$ cat src/rtl/irq_pkg.sv
package irq_pkg;
    localparam int PRIO_W = 2;
    localparam int CTRL_W = 8;
    // control byte field positions
    localparam int F_PRIO  = 0;
    localparam int F_MASK  = 2;
    localparam int F_REQ   = 3;
    localparam int F_CTX   = 4;
    localparam int F_MS    = 5;

    typedef enum logic [1:0] {
        SVC_VECT  = 2'd0,
        SVC_CTX   = 2'd1,
        SVC_MACRO = 2'd2
    } svc_e;
endpackage

$ cat src/rtl/irq_src_regs.sv
module irq_src_regs
    import irq_pkg::*;
#(
    parameter int NSRC = 19,
    parameter int AW   = 5
) (
    input  logic                          clk,
    input  logic                          rst_n,
    input  logic [NSRC-1:0]               irq_evt,
    input  logic [NSRC-1:0]               ms_zero,
    input  logic [NSRC-1:0]               ack_clr,
    input  logic [AW-1:0]                 reg_addr,
    input  logic                          reg_we,
    input  logic [CTRL_W-1:0]             reg_wdata,
    input  logic [CTRL_W-1:0]             reg_wmask,
    output logic [CTRL_W-1:0]             reg_rdata,
    output logic [NSRC-1:0][PRIO_W-1:0]   prio,
    output logic [NSRC-1:0]               mask,
    output logic [NSRC-1:0]               req,
    output logic [NSRC-1:0]               ctx,
    output logic [NSRC-1:0]               ms
);
    typedef struct packed {
        logic [NSRC-1:0][PRIO_W-1:0] prio;
        logic [NSRC-1:0]             mask;
        logic [NSRC-1:0]             req;
        logic [NSRC-1:0]             ctx;
        logic [NSRC-1:0]             ms;
    } regs_t;

    regs_t r_d, r_q;
    logic [NSRC-1:0] sel;

    function automatic logic merge(input logic old, input logic nw, input logic en);
        return en ? nw : old;
    endfunction

    // address decode, one select per source
    for (genvar g = 0; g < NSRC; g++) begin : g_sel
        assign sel[g] = reg_we && (reg_addr == AW'(g));
    end

    always_comb begin
        r_d = r_q;
        for (int i = 0; i < NSRC; i++) begin
            if (sel[i]) begin
                for (int b = 0; b < PRIO_W; b++) begin
                    r_d.prio[i][b] = merge(r_q.prio[i][b], reg_wdata[F_PRIO+b], reg_wmask[F_PRIO+b]);
                end
                r_d.mask[i] = merge(r_q.mask[i], reg_wdata[F_MASK], reg_wmask[F_MASK]);
                r_d.req[i]  = merge(r_q.req[i],  reg_wdata[F_REQ],  reg_wmask[F_REQ]);
                r_d.ctx[i]  = merge(r_q.ctx[i],  reg_wdata[F_CTX],  reg_wmask[F_CTX]);
                r_d.ms[i]   = merge(r_q.ms[i],   reg_wdata[F_MS],   reg_wmask[F_MS]);
            end
            if (ack_clr[i]) r_d.req[i] = 1'b0;
            if (irq_evt[i]) r_d.req[i] = 1'b1;   // hardware set wins
            if (ms_zero[i]) r_d.ms[i]  = 1'b0;
        end
    end

    always_ff @(posedge clk or negedge rst_n) begin
        if (!rst_n) begin
            r_q.prio <= '1;
            r_q.mask <= '1;
            r_q.req  <= '0;
            r_q.ctx  <= '0;
            r_q.ms   <= '0;
        end else begin
            r_q <= r_d;
        end
    end

    always_comb begin
        reg_rdata = '0;
        for (int i = 0; i < NSRC; i++) begin
            if (reg_addr == AW'(i)) begin
                reg_rdata[F_PRIO +: PRIO_W] = r_q.prio[i];
                reg_rdata[F_MASK] = r_q.mask[i];
                reg_rdata[F_REQ]  = r_q.req[i];
                reg_rdata[F_CTX]  = r_q.ctx[i];
                reg_rdata[F_MS]   = r_q.ms[i];
            end
        end
    end

    assign prio = r_q.prio;
    assign mask = r_q.mask;
    assign req  = r_q.req;
    assign ctx  = r_q.ctx;
    assign ms   = r_q.ms;


    ms_clear_chk: assert property (@(posedge clk) disable iff (!rst_n)
        (ms_zero != '0) |=> ((r_q.ms & $past(ms_zero)) == '0));

    evt_set_chk: assert property (@(posedge clk) disable iff (!rst_n)
        (irq_evt != '0) |=> ((r_q.req & $past(irq_evt)) == $past(irq_evt)));

    mask_keep_chk: assert property (@(posedge clk) disable iff (!rst_n)
        !reg_we |=> $stable(r_q.mask));
endmodule

$ cat src/rtl/irq_arb.sv
module irq_arb
    import irq_pkg::*;
#(
    parameter int NSRC = 19,
    parameter int AW   = 5
) (
    input  logic [NSRC-1:0][PRIO_W-1:0] prio,
    input  logic [NSRC-1:0]             mask,
    input  logic [NSRC-1:0]             req,
    input  logic [NSRC-1:0]             ctx,
    input  logic [NSRC-1:0]             ms,
    output logic                        any,
    output logic [AW-1:0]               win_idx,
    output svc_e                        win_type
);
    logic [NSRC-1:0]   elig;
    logic [PRIO_W-1:0] best;

    assign elig = req & ~mask;

    always_comb begin
        any     = 1'b0;
        best    = '1;
        win_idx = '0;
        // strict compare keeps the lower index on a tie
        for (int i = 0; i < NSRC; i++) begin
            if (elig[i] && (!any || prio[i] < best)) begin
                any     = 1'b1;
                best    = prio[i];
                win_idx = AW'(i);
            end
        end
        if (ms[win_idx])       win_type = SVC_MACRO;
        else if (ctx[win_idx]) win_type = SVC_CTX;
        else                   win_type = SVC_VECT;
    end

    always_comb begin
        if (any) begin

            win_elig_chk: assert (elig[win_idx]);
            for (int j = 0; j < NSRC; j++) begin

                if (elig[j]) begin
                    best_pick_chk: assert (prio[j] > prio[win_idx] ||
                                           (prio[j] == prio[win_idx] && AW'(j) >= win_idx));
                end
            end
        end
    end
endmodule

$ cat src/rtl/irq_ctrl.sv
module irq_ctrl
    import irq_pkg::*;
#(
    parameter int NSRC = 19,
    parameter int AW   = 5
) (
    input  logic              clk,
    input  logic              rst_n,
    input  logic [NSRC-1:0]   irq_evt,
    input  logic [NSRC-1:0]   ms_zero,
    input  logic [AW-1:0]     reg_addr,
    input  logic              reg_we,
    input  logic [7:0]        reg_wdata,
    input  logic [7:0]        reg_wmask,
    output logic [7:0]        reg_rdata,
    output logic              cpu_valid,
    output logic [AW-1:0]     cpu_idx,
    output logic [1:0]        cpu_type,
    input  logic              cpu_ack
);
    typedef struct packed {
        logic          valid;
        logic [AW-1:0] idx;
        svc_e          svc;
    } offer_t;

    offer_t o_d, o_q;

    logic [NSRC-1:0][PRIO_W-1:0] prio;
    logic [NSRC-1:0] mask, req, ctx, ms, ack_clr;
    logic            any;
    logic [AW-1:0]   win_idx;
    svc_e            win_type;

    irq_src_regs #(.NSRC(NSRC), .AW(AW)) u_regs (
        .clk(clk), .rst_n(rst_n), .irq_evt(irq_evt), .ms_zero(ms_zero),
        .ack_clr(ack_clr), .reg_addr(reg_addr), .reg_we(reg_we),
        .reg_wdata(reg_wdata), .reg_wmask(reg_wmask), .reg_rdata(reg_rdata),
        .prio(prio), .mask(mask), .req(req), .ctx(ctx), .ms(ms)
    );

    irq_arb #(.NSRC(NSRC), .AW(AW)) u_arb (
        .prio(prio), .mask(mask), .req(req), .ctx(ctx), .ms(ms),
        .any(any), .win_idx(win_idx), .win_type(win_type)
    );

    for (genvar g = 0; g < NSRC; g++) begin : g_ack
        assign ack_clr[g] = o_q.valid && cpu_ack && (o_q.idx == AW'(g));
    end

    always_comb begin
        o_d = o_q;
        if (o_q.valid) begin
            if (cpu_ack) o_d.valid = 1'b0;
        end else if (any) begin
            o_d.valid = 1'b1;
            o_d.idx   = win_idx;
            o_d.svc   = win_type;
        end
    end

    always_ff @(posedge clk or negedge rst_n) begin
        if (!rst_n) begin
            o_q <= '{valid: 1'b0, idx: '0, svc: SVC_VECT};
        end else begin
            o_q <= o_d;
        end
    end

    assign cpu_valid = o_q.valid;
    assign cpu_idx   = o_q.idx;
    assign cpu_type  = o_q.svc;


    offer_hold_chk: assert property (@(posedge clk) disable iff (!rst_n)
        (cpu_valid && !cpu_ack) |=> (cpu_valid && $stable(cpu_idx) && $stable(cpu_type)));

    ack_drop_chk: assert property (@(posedge clk) disable iff (!rst_n)
        (cpu_valid && cpu_ack) |=> !cpu_valid);

    ack_req_clr_chk: assert property (@(posedge clk) disable iff (!rst_n)
        (cpu_valid && cpu_ack && !irq_evt[cpu_idx]) |=> !req[$past(cpu_idx)]);

    type_range_chk: assert property (@(posedge clk) disable iff (!rst_n)
        cpu_valid |-> (cpu_type != 2'd3 && int'(cpu_idx) < NSRC));
endmodule

$ cat config.mk
export PLATFORM = sky130hd
export DESIGN_NAME = irq_ctrl
export DESIGN_NICKNAME = d
export VERILOG_FILES = /design/src/rtl/irq_pkg.sv /design/src/rtl/irq_src_regs.sv /design/src/rtl/irq_arb.sv /design/src/rtl/irq_ctrl.sv
export SDC_FILE = /design/constraint.sdc
export NUM_CORES = 1
export LEC_CHECK = 0
export BUFFER_PORTS_ARGS = -buffer_cell sky130_fd_sc_hd__clkbuf_2
export CELL_PAD_IN_SITES_DETAIL_PLACEMENT = 0
export CELL_PAD_IN_SITES_GLOBAL_PLACEMENT = 1
export CORE_MARGIN = 2
export CORE_UTILIZATION = 50
export DETAILED_ROUTE_END_ITERATION = 8
export PLACE_DENSITY = 0.95
export SETUP_SLACK_MARGIN = 0.3
export SLEW_MARGIN = 10
export SYNTH_ARGS = -nofsm -noshare
export SYNTH_HDL_FRONTEND = slang
export SYNTH_SLANG_ARGS = --single-unit
$ cat constraint.sdc
create_clock -name clk -period 12.95 [get_ports clk]
set_input_delay 0.6475 -clock clk [delete_from_list [all_inputs] [get_ports clk]]
set_output_delay 0.6475 -clock clk [all_outputs]
set_load 0.02 [all_outputs]
==> impl_metrics.prom <==
# TYPE chip_impl_metric gauge
chip_impl_metric{name="total_power",unit="mW"} 1.37
chip_impl_metric{name="grt_usage",unit="%"} 30.2
chip_impl_metric{name="power.density",unit="nW/µm²"} 136
chip_impl_metric{name="postRouteWirelength",unit="mm"} 29.5
chip_impl_metric{name="gr-total-overflow",unit=""} 0
chip_impl_info{name="synthTopCellsByCount",value="195 x sky130_fd_sc_hd__nand2_1, 81 x sky130_fd_sc_hd__mux2_2, 76 x sky130_fd_sc_hd__nor2_1, 65 x sky130_fd_sc_hd__dfrtp_1, 57 x sky130_fd_sc_hd__dfstp_2"} 1
chip_impl_metric{name="cts_made_buffers",unit=""} 17
chip_impl_info{name="outcome",value="finished, final reports clean"} 1
chip_impl_info{name="r2r_end",value="cpu_type[0]"} 1
chip_impl_metric{name="tns",unit="ps"} 0
chip_impl_metric{name="vias_in_the_first_global_route",unit=""} 8253
chip_impl_metric{name="fillerInstances",unit=""} 1627
chip_impl_metric{name="number_of_different_library_cells_in_the_post_synthesis_netlist",unit=""} 95
chip_impl_metric{name="dpl.hpwl",unit="mm"} 22.0
chip_impl_metric{name="design.portCount",unit=""} 79
chip_impl_metric{name="final-hold-violation-count",unit=""} 0
chip_impl_info{name="synth_area_leaders",value="sky130_fd_sc_hd__dfrtp_1 18%, sky130_fd_sc_hd__dfstp_2 17%, sky130_fd_sc_hd__mux2_2 10%"} 1
chip_impl_metric{name="final_count_of_negative_setup_slack_endpoints",unit=""} 0
chip_impl_metric{name="initial_utilization",unit="%"} 50.7
chip_impl_metric{name="antenna_cells",unit=""} 0
chip_impl_metric{name="fmax",unit="GHz"} 0.141
chip_impl_metric{name="detail_route.vias_per_cell",unit=""} 6.57
chip_impl_metric{name="p_clk_share",unit="%"} 34.8
chip_impl_metric{name="synth-seq-cells",unit=""} 122
chip_impl_metric{name="fin_nets",unit=""} 1153
chip_impl_metric{name="final_min_period_over_clock_period",unit="%"} 54.8
chip_impl_metric{name="synth_area_per_cell",unit="µm²"} 8.62
chip_impl_metric{name="maxSlewHeadroom",unit="%"} 2.66
chip_impl_metric{name="drt_first_pass_iters",unit=""} 6
chip_impl_metric{name="num_vias",unit=""} 8732
chip_impl_info{name="clockRootBuffer",value="sky130_fd_sc_hd__clkbuf_16"} 1
chip_impl_metric{name="netlist_instances",unit=""} 1053
chip_impl_info{name="worst_setup_path_startpoint",value="u_regs.mask[9]"} 1
chip_impl_metric{name="async_flop_share",unit="%"} 100
chip_impl_metric{name="cts_resized",unit=""} 0
chip_impl_metric{name="pin_count_of_the_biggest_net_entering_global_routing",unit=""} 72
chip_impl_metric{name="worst-endpoint-required",unit="ps"} 13260
chip_impl_info{name="setup.worst_path.end",value="cpu_type[0]"} 1
chip_impl_metric{name="static-leakage-power",unit="nW"} 4.12
chip_impl_metric{name="cellInternalPower",unit="mW"} 0.896
chip_impl_info{name="synth_top_area_cell",value="sky130_fd_sc_hd__dfrtp_1"} 1
chip_impl_metric{name="floorplan.rows",unit=""} 49
chip_impl_metric{name="clock-sinks",unit=""} 122
chip_impl_metric{name="cap_violations",unit=""} 0
chip_impl_metric{name="actual_slew_at_the_worst_max_slew_pin",unit="ps"} 1460
chip_impl_metric{name="layout-area-overhead-vs-synth",unit="%"} 11.2
chip_impl_metric{name="synthesized_area",unit="µm²"} 9070
chip_impl_metric{name="power_frac_seq",unit="%"} 37.2
chip_impl_metric{name="floorplan.die.width",unit="µm"} 139
chip_impl_metric{name="cts_setup_buffers",unit=""} 0
chip_impl_metric{name="drt_drc_violations_left",unit=""} 0
chip_impl_info{name="synth_most_common_cell",value="sky130_fd_sc_hd__nand2_1"} 1
chip_impl_metric{name="grt_pass1_wl",unit="mm"} 45.6
chip_impl_info{name="worst_r2r_startpoint",value="u_regs.mask[9]"} 1
chip_impl_metric{name="die_height",unit="µm"} 139
chip_impl_metric{name="synth_enable_flop_cells",unit=""} 0
chip_impl_info{name="hold_class",value="in -> async"} 1
chip_impl_metric{name="final_util",unit="%"} 56.4
chip_impl_metric{name="placed_cells_incl_taps",unit=""} 1298
chip_impl_metric{name="clock-skew-final",unit="ps"} 10.2
chip_impl_metric{name="reg2reg_depth",unit=""} 24
chip_impl_metric{name="ys_seq_area_share",unit="%"} 34.4
chip_impl_metric{name="clock_tree.htree_level_count",unit=""} 4
chip_impl_info{name="worst-setup-path-type",value="reg -> reg"} 1
chip_impl_metric{name="drv_slew",unit=""} 0
chip_impl_info{name="cts_tree",value="built"} 1
chip_impl_metric{name="yosys_warnings",unit=""} 0
chip_impl_metric{name="die_area",unit="µm²"} 19200
chip_impl_metric{name="power.share.combinational",unit="%"} 28.0
chip_impl_metric{name="detailed_place.area",unit="µm²"} 9500
chip_impl_metric{name="grt_antenna_before_repair",unit=""} 0
chip_impl_metric{name="worst_path_arrival_time",unit="ps"} 7410
chip_impl_metric{name="ir_drop",unit="V"} 0.0000896
chip_impl_metric{name="dr.first_iter.drc_count",unit=""} 1041
chip_impl_info{name="crit_path_end_kind",value="flip-flop"} 1
chip_impl_metric{name="drt-wirelength-per-cell",unit="µm"} 22.1
chip_impl_metric{name="layout-drive-gt1-share",unit="%"} 25.6
chip_impl_metric{name="finish.cell_count_without_fillers",unit=""} 1330
chip_impl_metric{name="clk_pin_slew_worst_paths",unit="ps"} 60
chip_impl_metric{name="final_period_minus_worst_setup_slack",unit="ps"} 7100
chip_impl_metric{name="post_cts_hold_buffers",unit=""} 0
chip_impl_metric{name="net-switching-power",unit="mW"} 0.478
chip_impl_metric{name="io_buffer_count",unit=""} 72
chip_impl_metric{name="post-synth-top-area-fraction",unit="%"} 17.9
chip_impl_metric{name="crit_fanout",unit=""} 11
chip_impl_metric{name="cts.path.max_buffers",unit=""} 2
chip_impl_metric{name="clock_insertion_delay_worst_skew",unit="ps"} 420
chip_impl_metric{name="netSwitchingFraction",unit="%"} 34.8
chip_impl_metric{name="rrSetupSlack",unit="ps"} 5850
chip_impl_metric{name="antenna_left",unit=""} 0
chip_impl_info{name="setup_repair_after_global_routing_missed_its_margin",value="false"} 1
chip_impl_metric{name="finalWeightedCongestion",unit=""} 0.982
chip_impl_metric{name="stdcell_area",unit="µm²"} 10100
chip_impl_info{name="critical_path.startpoint_type",value="flip-flop"} 1
chip_impl_info{name="dominantRegCellSynth",value="sky130_fd_sc_hd__dfrtp_1"} 1
chip_impl_metric{name="design.core.area",unit="µm²"} 17900
-- critical path, cell delays in order (launching register included) --
cell and delay (ps):
sky130_fd_sc_hd__dfstp_2 530, sky130_fd_sc_hd__nand2b_1 300, sky130_fd_sc_hd__o221a_2 290, sky130_fd_sc_hd__or4b_1 520
sky130_fd_sc_hd__or3_1 430, sky130_fd_sc_hd__o21bai_1 210, sky130_fd_sc_hd__o21bai_1 210, sky130_fd_sc_hd__ha_1 220
sky130_fd_sc_hd__nor3b_1 200, sky130_fd_sc_hd__nand3_1 140, sky130_fd_sc_hd__o21ai_2 420, sky130_fd_sc_hd__nor2_1 70
sky130_fd_sc_hd__a21oi_1 140, sky130_fd_sc_hd__ha_1 240, sky130_fd_sc_hd__nor2_1 110, sky130_fd_sc_hd__nor2_1 60
sky130_fd_sc_hd__o22ai_1 160, sky130_fd_sc_hd__a21oi_1 70, sky130_fd_sc_hd__a21oi_1 1040, sky130_fd_sc_hd__nor3_2 330
sky130_fd_sc_hd__and2_1 360, sky130_fd_sc_hd__mux4_2 480, sky130_fd_sc_hd__nand4_1 110, sky130_fd_sc_hd__o311ai_1 120
sky130_fd_sc_hd__o32a_1 200
-- metal layers --
metal / GRT usage (%) / routed length, µm / vias up
met2: 49.1 / 13600 / 478
met1: 39.7 / 11900 / 4211
met4: 15.5 / 1610 / 0
met3: 4.01 / 2330 / 112
li1: - / - / 3931
met5: 0 / 0 / -
-- cells by family after synthesis --
kind of cell | count (synthesis) | synth area share, %
muxes | 116 | 14.3
and+or+nand+nor | 481 | 26.1
buffers and inverters | 75 | 3.27
adders and majority gates | 5 | 0.607
DFF | 122 | 34.4
AOI/OAI and AO/OA | 253 | 21.3
other | 1 | 0.0413
-- metrics by stage --
| stage | worst slack [ps] | hold slack (ps) |
|---|---|---|
| floorplan | 7550 | 352 |
| global placement | 6060 | 509 |
| global route | 5410 | 301 |
| finish | 5850 | 239 |
| CTS | 6040 | 261 |
| detailed placement | 6130 | 513 |
-- cell usage in the layout, fill, tap and decap left out, drive strengths merged, types with 20 or more instances in the layout --
cell type / n
mux2: 81
o21ai: 42
dfstp: 57
inv: 20
nor2: 76
a21oi: 51
mux2i: 32
and2: 23
nand3: 37
nand2b: 27
clkbuf: 93
nand2: 195
nor3: 27
o21bai: 24
dfrtp: 65
-- power groups by stage --
stage	combinational (mW)	sequential, mW	clock (mW)
2_1_floorplan	0.281	0.488	0
3_3_place_gp	0.374	0.510	0
3_5_place_dp	0.377	0.511	0
4_1_cts	0.380	0.506	0.482
5_1_grt	0.416	0.514	0.497
6_report	0.385	0.510	0.478
-- sequential cells by signal (all words and copies together) (netlist names) --
register,count
cpu_type,2
u_regs.ms,19
u_regs.mask,19
u_regs.ctx,19
cpu_valid,1
u_regs.prio,38
cpu_idx,5
u_regs.req,19
-- worst min path at each step --
stage | slack [ps] | start | depth (start not counted) | endpoint
after floorplan | 350 | rst_n | 0 | cpu_idx[0]
after global placement | 510 | u_regs.ctx[2] | 1 | u_regs.ctx[2]
after detailed placement | 510 | u_regs.ctx[2] | 1 | u_regs.ctx[2]
after CTS | 260 | rst_n | 1 | u_regs.ms[1]
after global routing | 300 | rst_n | 1 | u_regs.ms[1]
final | 240 | rst_n | 1 | u_regs.ms[1]
-- area by class of cell --
type	instances	area (µm²)	share of cell area, %
repair buffers	73	370	3.67
clock inverters	10	114	1.13
clock buffers	22	475	4.71
inverters	17	63.8	0.632
multi-input cells	857	5660	56.1
flip-flops and latches	122	3120	31.0
well taps	229	287	2.84
No activity file was read; power rests on OpenSTA's default activity.
